### src/rtl/pid_pkg.sv
package pid_pkg;

    localparam int unsigned COEF_CNT = 3;

    typedef enum logic [2:0] {
        PH_IDLE,
        PH_MAC0,
        PH_MAC1,
        PH_MAC2,
        PH_OUT
    } pid_phase_e;

    // Sequencer order: three product cycles, then the feedback/clamp cycle.
    function automatic pid_phase_e phase_after(pid_phase_e p);
        case (p)
            PH_MAC0: return PH_MAC1;
            PH_MAC1: return PH_MAC2;
            PH_MAC2: return PH_OUT;
            default: return PH_IDLE;
        endcase
    endfunction

endpackage

### src/rtl/pid_coef_bank.sv
module pid_coef_bank
    import pid_pkg::*;
#(
    parameter int C_W = 16
) (
    input  logic                              clk,
    input  logic                              rst,
    input  logic                              wr_en,
    input  logic [1:0]                        wr_sel,
    input  logic [C_W-1:0]                    wr_data,
    input  logic                              load,
    output logic [COEF_CNT-1:0][C_W-1:0]      coef_act
);
    logic [COEF_CNT-1:0][C_W-1:0] coef_shd;

    always_ff @(posedge clk) begin
        if (rst) begin
            coef_shd <= '0;
            coef_act <= '0;
        end else begin
            for (int i = 0; i < COEF_CNT; i++) begin
                if (wr_en && (int'(wr_sel) == i))
                    coef_shd[i] <= wr_data;
            end
            if (load)
                coef_act <= coef_shd;
        end
    end
endmodule

### src/rtl/pid_tap2.sv
module pid_tap2 #(
    parameter int W = 16
) (
    input  logic                clk,
    input  logic                rst,
    input  logic                shift,
    input  logic signed [W-1:0] d,
    output logic signed [W-1:0] q1,
    output logic signed [W-1:0] q2
);
    always_ff @(posedge clk) begin
        if (rst) begin
            q1 <= '0;
            q2 <= '0;
        end else if (shift) begin
            q1 <= d;
            q2 <= q1;
        end
    end

    a_r6_taps_hold: assert property (@(posedge clk) disable iff (rst)
        !shift |=> ($stable(q1) && $stable(q2)));
endmodule

### src/rtl/pid_mac.sv
module pid_mac #(
    parameter int A_W   = 16,
    parameter int B_W   = 16,
    parameter int ACC_W = 34
) (
    input  logic                    clk,
    input  logic                    rst,
    input  logic                    start,
    input  logic                    accum,
    input  logic signed [A_W-1:0]   a,
    input  logic signed [B_W-1:0]   b,
    output logic signed [ACC_W-1:0] acc
);
    localparam int P_W = A_W + B_W;

    logic signed [P_W-1:0]   prod;
    logic signed [ACC_W-1:0] prod_x;

    always_comb begin
        prod   = a * b;
        prod_x = {{(ACC_W-P_W){prod[P_W-1]}}, prod};
    end

    always_ff @(posedge clk) begin
        if (rst)
            acc <= '0;
        else if (start)
            acc <= prod_x;
        else if (accum)
            acc <= acc + prod_x;
    end
endmodule

### src/rtl/pid_sat.sv
module pid_sat #(
    parameter int IN_W  = 35,
    parameter int OUT_W = 16
) (
    input  logic signed [IN_W-1:0]  din,
    output logic signed [OUT_W-1:0] dout
);
    localparam logic signed [OUT_W-1:0] MAX_V = {1'b0, {(OUT_W-1){1'b1}}};
    localparam logic signed [OUT_W-1:0] MIN_V = {1'b1, {(OUT_W-1){1'b0}}};

    logic hi_same;

    always_comb begin
        hi_same = (din[IN_W-1:OUT_W-1] == {(IN_W-OUT_W+1){din[IN_W-1]}});
        if (hi_same)
            dout = din[OUT_W-1:0];
        else if (din[IN_W-1])
            dout = MIN_V;
        else
            dout = MAX_V;
    end
endmodule

### src/rtl/pid_tustin_ctrl.sv
module pid_tustin_ctrl
    import pid_pkg::*;
#(
    parameter int E_W    = 16,
    parameter int C_W    = 16,
    parameter int FRAC_W = 12,
    parameter int U_W    = 16,
    parameter int GUARD  = 2
) (
    input  logic                  clk,
    input  logic                  rst,
    input  logic                  smp_stb,
    input  logic signed [E_W-1:0] e_in,
    input  logic                  cf_we,
    input  logic [1:0]            cf_sel,
    input  logic signed [C_W-1:0] cf_wdata,
    output logic signed [U_W-1:0] u_out,
    output logic                  u_valid
);
    localparam int ACC_W = C_W + E_W + GUARD;
    localparam int SUM_W = ACC_W + 1;

    pid_phase_e phase;
    logic       accept;
    logic signed [E_W-1:0] e_cur, e_d1, e_d2;
    logic signed [U_W-1:0] u_d1, u_d2, u_new;
    logic [COEF_CNT-1:0][C_W-1:0] coef_act;
    logic signed [C_W-1:0] mac_b;
    logic signed [E_W-1:0] mac_e;
    logic signed [ACC_W-1:0] acc, acc_scl;
    logic signed [SUM_W-1:0] sum;
    logic out_step;

    assign accept   = smp_stb && (phase == PH_IDLE);
    assign out_step = (phase == PH_OUT);

    always_ff @(posedge clk) begin
        if (rst) begin
            phase <= PH_IDLE;
            e_cur <= '0;
        end else if (accept) begin
            phase <= PH_MAC0;
            e_cur <= e_in;
        end else begin
            phase <= phase_after(phase);
        end
    end

    pid_coef_bank #(.C_W(C_W)) u_bank (
        .clk(clk), .rst(rst), .wr_en(cf_we), .wr_sel(cf_sel),
        .wr_data(cf_wdata), .load(accept), .coef_act(coef_act)
    );

    always_comb begin
        case (phase)
            PH_MAC1: begin mac_b = $signed(coef_act[1]); mac_e = e_d1; end
            PH_MAC2: begin mac_b = $signed(coef_act[2]); mac_e = e_d2; end
            default: begin mac_b = $signed(coef_act[0]); mac_e = e_cur; end
        endcase
    end

    pid_mac #(.A_W(C_W), .B_W(E_W), .ACC_W(ACC_W)) u_mac (
        .clk(clk), .rst(rst),
        .start(phase == PH_MAC0),
        .accum((phase == PH_MAC1) || (phase == PH_MAC2)),
        .a(mac_b), .b(mac_e), .acc(acc)
    );

    always_comb begin
        acc_scl = acc >>> FRAC_W;
        sum     = {acc_scl[ACC_W-1], acc_scl} + {{(SUM_W-U_W){u_d2[U_W-1]}}, u_d2};
    end

    pid_sat #(.IN_W(SUM_W), .OUT_W(U_W)) u_sat (.din(sum), .dout(u_new));

    pid_tap2 #(.W(E_W)) u_etap (
        .clk(clk), .rst(rst), .shift(out_step), .d(e_cur), .q1(e_d1), .q2(e_d2)
    );

    pid_tap2 #(.W(U_W)) u_utap (
        .clk(clk), .rst(rst), .shift(out_step), .d(u_new), .q1(u_d1), .q2(u_d2)
    );

    always_ff @(posedge clk) begin
        if (rst) begin
            u_out   <= '0;
            u_valid <= 1'b0;
        end else begin
            u_valid <= out_step;
            if (out_step)
                u_out <= u_new;
        end
    end

    a_r5_latency: assert property (@(posedge clk) disable iff (rst)
        (phase == PH_MAC2) |=> ##1 u_valid);
    a_r5_single_pulse: assert property (@(posedge clk) disable iff (rst)
        u_valid |=> !u_valid);
    a_r6_no_restart: assert property (@(posedge clk) disable iff (rst)
        (smp_stb && phase != PH_IDLE) |=> (phase != PH_MAC0));
    a_r4_coef_frozen: assert property (@(posedge clk) disable iff (rst)
        (phase != PH_IDLE) |=> $stable(coef_act));
    a_r2_feedback_matches: assert property (@(posedge clk) disable iff (rst)
        u_valid |-> (u_out == u_d1));
    a_r8_hold: assert property (@(posedge clk) disable iff (rst)
        !u_valid |=> (u_valid || $stable(u_out)));
endmodule

### config.mk
export PLATFORM = sky130hd
export DESIGN_NAME = pid_tustin_ctrl
export DESIGN_NICKNAME = d
export VERILOG_FILES = /design/src/rtl/pid_pkg.sv /design/src/rtl/pid_coef_bank.sv /design/src/rtl/pid_tap2.sv /design/src/rtl/pid_mac.sv /design/src/rtl/pid_sat.sv /design/src/rtl/pid_tustin_ctrl.sv
export SDC_FILE = /design/constraint.sdc
export NUM_CORES = 1
export LEC_CHECK = 0
export BUFFER_PORTS_ARGS = -buffer_cell sky130_fd_sc_hd__buf_2
export CAP_MARGIN = 20
export CORE_MARGIN = 4
export CORE_UTILIZATION = 46
export CTS_BUF_LIST = sky130_fd_sc_hd__clkbuf_16
export DETAILED_ROUTE_END_ITERATION = 16
export PLACE_DENSITY = 0.65
export SLEW_MARGIN = 10
export SYNTH_ARGS = -nofsm -noshare
export SYNTH_HDL_FRONTEND = slang
export SYNTH_SLANG_ARGS = --single-unit
### constraint.sdc
create_clock -name clk -period 16.4 [get_ports clk]
set_input_delay 0.82 -clock clk [delete_from_list [all_inputs] [get_ports clk]]
set_output_delay 0.82 -clock clk [all_outputs]
set_load 0.005 [all_outputs]
# Yosys cells after proc, flatten, opt, wreduce, memory -nomap -nowiden
# Cells that the tools add are included.
# op_classes
n_mux	8
n_mul	1
reduce_logical	9
n_addsub	2
eq_ne	7
# ops
op	count
34-bit two-way mux	2
16-bit one-hot mux with 2 select lines	2
34-bit by 32-bit adder with 34-bit output	1
16-bit by 16-bit multiplier with 32-bit output	1
16-bit two-way mux	2
22-bit by 16-bit adder with 23-bit output	1
19-bit == test	1
3-bit one-hot mux with 3 select lines	1
3-bit by 2-bit == test with 1-bit output, second input constant	2
2-bit == test, second input constant	2
1-bit logical AND	4
3-bit by 1-bit == test with 1-bit output, second input constant	1
3-bit == test, second input constant	1
3-bit logical NOT	1
2-bit logical NOT	1
2-bit nonzero test	1
2-bit OR reduction	1
1-bit logical OR	1
1-bit two-way mux	1
# totals
input_bits	38
ff_bits	214
wordCells	42
output_inout_bits	17

# Longest topological paths before layout
# Gate-level depths: netlist of the first run.
# depth
ltp_word	6
depth_mapped	44
ltp_nobuf	38

# Modules after synthesis
# Synthesis of the first run repeated with hierarchy kept, for this count alone.
# hier_totals
hier_cells	2486
area_unflattened_um2	22240.1
# modules_own_cells
module	area_per_inst_um2	seq_area_each_um2	instances	cells_each
pid_mac	12898.6	680.7	1	1489
pid_coef_bank	3709.8	1921.8	1	331
pid_tustin_ctrl	2941.6	720.7	1	409
pid_tap2	1163.6	640.6	2	103
pid_sat	362.8	0.0	1	51

# Least setup slack after synthesis of the first run
# OpenSTA, ideal clock, no wires.
# synth_timing
path_kind	register -> register
startpoint	register phase[2]
endpoint	register u_mac.acc[27]
setup_slack_ns	7.659
synth_period_minus_slack_ns	8.741
t_arrival_ns	8.625
n_path_buf	5
required_time_ns	16.284
setup_ns	0.116
path_stages_with_launch	40
cell_sequence	dfxtp_1 clkbuf_1 nand2b_1 or2_2 clkbuf_1 nand2_1 clkbuf_1 buf_1 nand2_1 o21ai_0 clkbuf_1 nand2_1 fa_1 fa_1 fa_1 inv_1 fa_1 fa_1 [4 not listed] a21o_1 a21o_1 a221o_1 and2_1 o21a_1 nor2_1 xnor2_1 ha_1 a21o_1 a21o_1 a21oi_1 o21ai_0 a21o_1 a31oi_1 xnor2_1 o22ai_1 nor3_1 a31o_2
# synth_between
elab_chain_cells	6
word_cells_on_any_way	11
cone_classes	add/sub (1); mul (1); eq/ne (3); mux (4); reduce/logical (2)
# synth_rtl
item	line_no	source
start: declaration	pid_tustin_ctrl.sv:23	pid_phase_e phase;
start signal: assignment	pid_tustin_ctrl.sv:45	phase <= phase_after(phase);
3-bit by 2-bit == test with 1-bit output	pid_tustin_ctrl.sv:55, pid_tustin_ctrl.sv:65	
16-bit one-hot mux with 2 select lines	pid_tustin_ctrl.sv:55	case (phase)
16-bit by 16-bit multiplier with 32-bit output	pid_mac.sv:20	prod = a * b;
34-bit by 32-bit adder with 34-bit output	pid_mac.sv:30	acc <= acc + prod_x;
34-bit two-way mux	pid_mac.sv:29	else if (accum)
34-bit two-way mux	pid_mac.sv:27	else if (start)
end signal: assignment	pid_mac.sv:28	acc <= prod_x;
end signal: assignment	pid_mac.sv:30	
end: declaration	pid_mac.sv:12	output logic signed [ACC_W-1:0] acc
# Parallel ways exist; a longest one is shown, timed or not. The select of a mux whose other input is x is not followed.
# A chain may end at the register's enable or synchronous reset.

# Final worst setup path of the first run
# layout_timing
startpoint	register phase[2]
endpoint	register u_mac.acc[32]
# Same word-level chain as after synthesis.

==> results of run 1 <==
==> worst max-delay path, delay by kind of cell (launching register included) <==
kind                     cells  cell delay, ns
adder cells (fa/ha/maj)      8            3.66
AO/OA/AOI/OAI               11            3.21
AND/OR/NAND/NOR              8            1.50
buffers and inverters        6            1.18
flip-flops                   1            0.52
XOR/XNOR                     2            0.34
==> layout make-up <==
class / count / area [sq um] / share of cell area [%]
multi-input cells: 1885 / 14900 / 66.3
repair buffers: 93 / 577 / 2.56
well taps: 592 / 741 / 3.29
clock inverters: 20 / 185 / 0.823
clock buffers: 24 / 601 / 2.67
inverters: 316 / 1190 / 5.27
flip-flops and latches: 214 / 4290 / 19.1
==> metrics by stage <==
step | utilization [%] | cell area, sq um | worst slack [ns]
floorplan | - | 20900 | 7.66
global placement | 48.7 | 21700 | 5.92
detailed placement | 48.7 | 21700 | 5.85
CTS | 50.5 | 22500 | 5.80
global route | 50.5 | 22500 | 5.19
finish | 50.5 | 22500 | 5.78
==> registers in the layout (all words and copies together) (netlist names) <==
name	flops
u_valid	1
u_bank.coef_act	48
phase	3
u_etap.q1	16
u_utap.q2	16
u_out	16
u_bank.coef_shd	48
u_etap.q2	16
u_mac.acc	34
e_cur	16
==> cells in the final DEF, fill, tap and decap left out, drive strengths merged, types with 48 or more instances in the layout <==
master  instances
nor2          213
a21oi         242
inv           322
ha            138
buf            93
xnor2          48
o21ai          82
fa            264
dfxtp         214
nand2         517
==> layer usage <==
metal  GRT usage, %  up-vias  part of all wire (%)
li1               -     8200                     -
met1           31.1     8389                    44
met2           38.8      513                    47
met3           3.11      105                   6.0
met4           7.37        0                   3.9
met5              0        -                     0
==> kinds of logic (layout without fill, tap and decap cells) <==
| logic type | Yosys count | after routing |
|---|---|---|
| AND/OR/NAND/NOR | 847 | 847 |
| AO/OA/AOI/OAI | 524 | 524 |
| XOR/XNOR | 75 | 75 |
| adder cells (fa/ha/maj) | 402 | 402 |
| multiplexers | 37 | 37 |
| flip-flops | 214 | 214 |
| buffers and inverters | 430 | 453 |
==> power by group through the flow <==
stage          logic, mW  registers, mW  clock network [mW]
2_1_floorplan      0.636          0.603                   0
6_report           0.862          0.615               0.534
3_3_place_gp       0.835          0.625                   0
5_1_grt            0.951          0.621               0.567
3_5_place_dp       0.852          0.627                   0
4_1_cts            0.855          0.616               0.545
==> final timing paths <==
path | startpoint | end | slack [ns]
max | phase[2]$_SDFF_PP0_ | u_mac.acc[32]$_SDFFE_PP0N_ | 5.78
min | u_bank.coef_act[32]$_SDFFE_PP0P_ | u_bank.coef_act[32]$_SDFFE_PP0P_ | 0.45
max reg2reg | phase[2]$_SDFF_PP0_ | u_mac.acc[32]$_SDFFE_PP0N_ | 5.78
min reg2reg | u_bank.coef_act[32]$_SDFFE_PP0P_ | u_bank.coef_act[32]$_SDFFE_PP0P_ | 0.45
==> out/metrics.yaml, run 1 <==
clock_tree:
  cts_buffer_depth: 3
  cts_max_level: 1
  cts_sinks: 214
  path_clk_slew_ns: 0.06
  post_cts_buffers: 0
  worstSkewPairLatency_ns: 0.55
  numCtsBuffers: 24
  tritoncts: "yes"
  cts_hold_buffers: 0
  cts-resized-gates: 0
  cts_root_buffer: "clkbuf_16"
hold_path:
  whs_path_depth: 2
  hold_class: "reg2reg"
pwr:
  combPwrFrac_pct: 42.9
  power_frac_seq_pct: 30.6
  powerDensity_nw_per_um2: 89.5
  swShare_pct: 42.7
  ir_drop_v: 0.0000824
  clkPwrFrac_pct: 26.5
  p_sw_uw: 860
  p_total_mw: 2.01
  power_leakage_nw: 10.0
  p_int_mw: 1.15
timing:
  worstMarginPinSlew_ns: 1.03
  fin_skew_ns: 0.0156
  period_minus_slack_ns: 10.62
  maxSlewViolCount: 0
  tns_ns: 0
  relSlewSlack_pct: 30.8
  max_freq_mhz: 94.2
  timing.hold.ws_ns: 0.452
  rsz0062_at_grt: "false"
  finalHoldViolCount: 0
  finalSetupViolCount: 0
  min_period_over_period_pct: 64.8
setup_path:
  ff2ff_path_depth: 35
  crit_fanout: 91
  critPathLaunchType: "register"
  crit_required_ns: 16.79
  crit_slowest_cell: "buf_4"
  criticalPathCategory: "reg2reg"
  crit_top_cell: "fa_1"
  critPathArrivalTime_ns: 11.01
  slowest_delay_ns: 0.67
  endpoint_kind: "register"
floorplanning:
  die_area_sq_um: 48800
  die_w_um: 221
  core_sq_um: 44500
  initial_core_util_pct: 46.9
  io_pins: 55
  core.rowCount: 77
  die_y_um: 221
route:
  wire_per_inst_um: 18.3
  ant_nets: 0
  vias: 17200
  vias_per_cell: 5.47
  drt_wl_total_um: 57400
  drt_iter0_drc: 1127
  firstDrtPassIters: 5
  drc: 0
placed_design:
  place_inst: 3097
  portBuffers: 54
  gp_congestion: 0.942
  hpwl_um: 44600
synth:
  synthSimpleGateAreaFrac_pct: 16.7
  yosys.area.top_type_share_pct: 25.3
  synth-edff-count: 0
  synth_top_area_cell: "fa_1"
  synth.avg_cell_area_sq_um: 8.25
  synthAdderAreaFrac_pct: 33.6
  synth_area_leaders: "fa_1 25%, dfxtp_1 21%, nand2_1 9.3%"
  syn_inst: 2529
  synth_most_common_cell: "nand2_1"
  synth_seq_cells: 214
  synth.distinct_cells: 86
  yosys_warnings: 0
  yosysSeqAreaShare_pct: 20.5
  synth_area_sq_um: 20900
  synth_compound_area_share_pct: 15.9
  synth-main-ff-cell: "dfxtp_1"
  ys_top_cells_by_count: "516 x nand2_1, 316 x inv_1, 264 x fa_1"
  synth_top_family_by_area: "adder cells"
  synthMuxAreaShare_pct: 1.87
  synth_xor_xnor_area_share_pct: 3.26
  synthArstFlopShare_pct: 0
  syn_nets: 2969
final_layout:
  drive_gt1_share_pct: 7.68
  fill_cells: 4378
  layout.cells.non_filler: 3144
  syn2layout_area_growth_pct: 7.77
  diodes: 0
  nets: 2974
outcome:
  status: "complete, no violations"
global_route:
  antenna_found_initial: 1
  grt_max_degree: 96
  overflow: 0
  grt_pass1_wl_um: 92700
  grt_util_all_layers_pct: 23.1
  grt_pass1_vias: 17200
job:
  maxCapViolCount: 0
(Power assumes the default switching activity.)
==> run 2: changes to the inputs <==
--- a/config.mk
+++ b/config.mk
@@ -5,6 +5,7 @@
 export SDC_FILE = /design/constraint.sdc
 export NUM_CORES = 1
 export LEC_CHECK = 0
+export ABC_AREA = 1
 export BUFFER_PORTS_ARGS = -buffer_cell sky130_fd_sc_hd__buf_2
 export CAP_MARGIN = 20
 export CORE_MARGIN = 4
==> constraint.sdc (replaced) <==
create_clock -name clk -period 9.95 [get_ports clk]
set_input_delay 0.4975 -clock clk [delete_from_list [all_inputs] [get_ports clk]]
set_output_delay 0.4975 -clock clk [all_outputs]
set_load 0.005 [all_outputs]
==> out/metrics.yaml, run 2 <==
outcome:
  status: "complete, no violations"  # unchanged
placed_design:
  portBuffers: 54  # unchanged
  gp_congestion: 1.00  # was 0.942
  hpwl_um: 53300  # was 44600 um
pwr:
  ir_drop_v: 0.000276  # was 0.0000824 V
  powerDensity_nw_per_um2: 334  # was 89.5 nW/um^2
  power_leakage_nw: 11.8  # was 10.0 nW
final_layout:
  diodes: 0  # unchanged
  nets: 3496  # was 2974
  mostFrequentLayoutCells: "548 x inv_1, 487 x nor2_1, 463 x nand2_1, 264 x fa_1, 245 x o21ai_0"  # was 515 x nand2_1, 320 x inv_1, 264 x fa_1, 240 x a21oi_1, 213 x dfxtp_1
  drive_gt1_share_pct: 6.80  # was 7.68%
  syn2layout_area_growth_pct: 8.10  # was 7.77%
  top_regs: "u_bank.coef_act: 48 flops, u_bank.coef_shd: 48 flops, u_mac.acc: 34 flops"  # unchanged
  final_common_cell: "inv_1"  # was nand2_1
  fin_util_pct: 50.8  # was 50.5%
synth:
  synth_area_leaders: "fa_1 24%, dfxtp_1 19%, inv_1 9.3%"  # was fa_1 25%, dfxtp_1 21%, nand2_1 9.3%
  synth_area_sq_um: 22100  # was 20900 sq um
  syn_nets: 3486  # was 2969
  synth-edff-count: 0  # unchanged
  yosys.area.top_type_share_pct: 24.0  # was 25.3%
  synth-main-ff-cell: "dfxtp_1"  # unchanged
  synth.distinct_cells: 50  # was 86
  synth_most_common_cell: "inv_1"  # was nand2_1
  synthArstFlopShare_pct: 0  # unchanged
  synth.avg_cell_area_sq_um: 7.24  # was 8.25 sq um
  syn_inst: 3046  # was 2529
  yosysSeqAreaShare_pct: 19.4  # was 20.5%
  synth_top_area_cell: "fa_1"  # unchanged
  yosys_warnings: 0  # unchanged
  ys_top_cells_by_count: "545 x inv_1, 488 x nor2_1, 464 x nand2_1"  # was 516 x nand2_1, 316 x inv_1, 264 x fa_1
  synth_seq_cells: 214  # unchanged
route:
  drc: 0  # unchanged
  ant_nets: 0  # unchanged
  vias_per_cell: 5.30  # was 5.47
  vias: 19500  # was 17200
  firstDrtPassIters: 6  # was 5
  drt_iter0_drc: 1405  # was 1127
  drt_wl_total_um: 67100  # was 57400 um
  wire_per_inst_um: 18.2  # was 18.3 um
setup_path:
  crit_top_cell: "inv_1"  # was fa_1
  slowest_delay_ns: 0.60  # was 0.67 ns
  crit_required_ns: 10.41  # was 16.79 ns
  critPathArrivalTime_ns: 9.59  # was 11.01 ns
  crit_family: "adder cells"  # unchanged
  crit_fanout: 26  # was 91
  regToRegSetupSlack_ns: 0.82  # was 5.78 ns
  crit_slowest_cell: "o21a_1"  # was buf_4
  critPathLaunchType: "register"  # unchanged
  criticalPathCategory: "reg2reg"  # unchanged
  crit_buf_inv: 11  # was 6
  endpoint_kind: "register"  # unchanged
floorplanning:
  die_y_um: 227  # was 221 um
  core_sq_um: 47000  # was 44500 sq um
  initial_core_util_pct: 47.0  # was 46.9%
  io_pins: 55  # unchanged
  die_area_sq_um: 51500  # was 48800 sq um
  die_w_um: 227  # was 221 um
  core.rowCount: 79  # was 77
timing:
  min_period_over_period_pct: 91.7  # was 64.8%
  finalSetupViolCount: 0  # unchanged
  rsz0062_at_grt: "false"  # unchanged
  tns_ns: 0  # unchanged
  relSlewSlack_pct: 45.8  # was 30.8%
  maxSlewViolCount: 0  # unchanged
  period_minus_slack_ns: 9.13  # was 10.62 ns
  worstMarginPinSlew_ns: 0.813  # was 1.03 ns
  max_freq_mhz: 110  # was 94.2 MHz
  fin_skew_ns: 0.0113  # was 0.0156 ns
  finalHoldViolCount: 0  # unchanged
job:
  maxCapViolCount: 0  # unchanged
hold_path:
  hold_class: "in2reg"  # was reg2reg
clock_tree:
  post_cts_buffers: 0  # unchanged
  cts_hold_buffers: 0  # unchanged
  cts_max_level: 1  # unchanged
  cts_sinks: 214  # unchanged
  path_clk_slew_ns: 0.06  # about the same
  cts_buffer_depth: 3  # unchanged
  numCtsBuffers: 26  # was 24
  cts-resized-gates: 0  # unchanged
  tritoncts: "yes"  # unchanged
  cts_root_buffer: "clkbuf_16"  # unchanged
  worstSkewPairLatency_ns: 0.56  # was 0.55 ns
global_route:
  grt_max_degree: 146  # was 96
  grt_pass1_vias: 20000  # was 17200
  overflow: 0  # unchanged
  grt_util_all_layers_pct: 26.2  # was 23.1%
  grt_pass1_wl_um: 108000  # was 92700 um
  antenna_found_initial: 0  # was 1
run 2: cell types whose count changed after synthesis, moves of 23 or more:
cell	before	now
inv_1	316	545
nand2_1	516	464
mux2i_1	33	0
nand3_1	10	97
nor2_1	213	488
xnor2_1	47	17
o21ai_0	57	245
o21ai_1	24	1
run 2: cell type report:
type / count / area (sq um)
clock buffer: 26 / 651
clock inverter: 20 / 209
fill: 4667 / 23100
inverter: 562 / 2110
multi-input combinational: 2162 / 15300
sequential: 214 / 4280
tap: 607 / 759
timing repair buffer: 90 / 577
run 2: through the flow:
stage               power, mW  cell area, sq um  worst slack (ns)  std cells  hold slack, ns
floorplan                5.30             22100              2.06       3046           0.430
global placement         6.95             22900             0.612       3632           0.439
detailed placement       6.97             22900             0.482       3633           0.448
CTS                      7.96             23800             0.486       3679           0.134
global route             8.85             23900            0.0557       3681           0.150
finish                   7.96             23900             0.821       3681           0.160
run 2: path summary, 6_finish.rpt:
path | start | to | cells past startpoint
max | phase[2]$_SDFF_PP0_ | u_mac.acc[33]$_SDFFE_PP0N_ | 40
min reg2reg | u_bank.coef_act[43]$_SDFFE_PP0P_ | u_bank.coef_act[43]$_SDFFE_PP0P_ | 2
min | e_in[7] | e_cur[7]$_SDFFE_PP0P_ | 3
max reg2reg | phase[2]$_SDFF_PP0_ | u_mac.acc[33]$_SDFFE_PP0N_ | 40
run 2: routing by layer:
metal / share of wire [%] / GRT usage (%) / wire length [um]
met1: 43 / 34.1 / 28700
met2: 48 / 45.2 / 31900
met3: 5.6 / 3.31 / 3750
met5: 0 / 0 / 0
met4: 4.1 / 9.02 / 2770
run 2: power breakdown:
group	internal (mW)	leakage, nW	total, mW	switching [mW]
logic	2.04	9.66	5.97	3.92
clock network	0.556	0.414	0.958	0.402
registers	0.940	1.75	1.04	0.0954
total	3.54	11.8	7.96	4.42
run 2: tightest hold or removal path: stages:
cell	delay, ns
buf_2	0.07
nor2_1	0.03
nor2_1	0.08
run 2: logic make-up after synthesis:
| logic type | after synthesis | synth area share [%] |
|---|---|---|
| fa+ha+maj | 402 | 31.8 |
| simple gates | 1153 | 21.6 |
| xor+xnor | 49 | 1.94 |
| flops | 214 | 19.4 |
| compound gates | 558 | 13.8 |
| buf+inv | 670 | 11.5 |
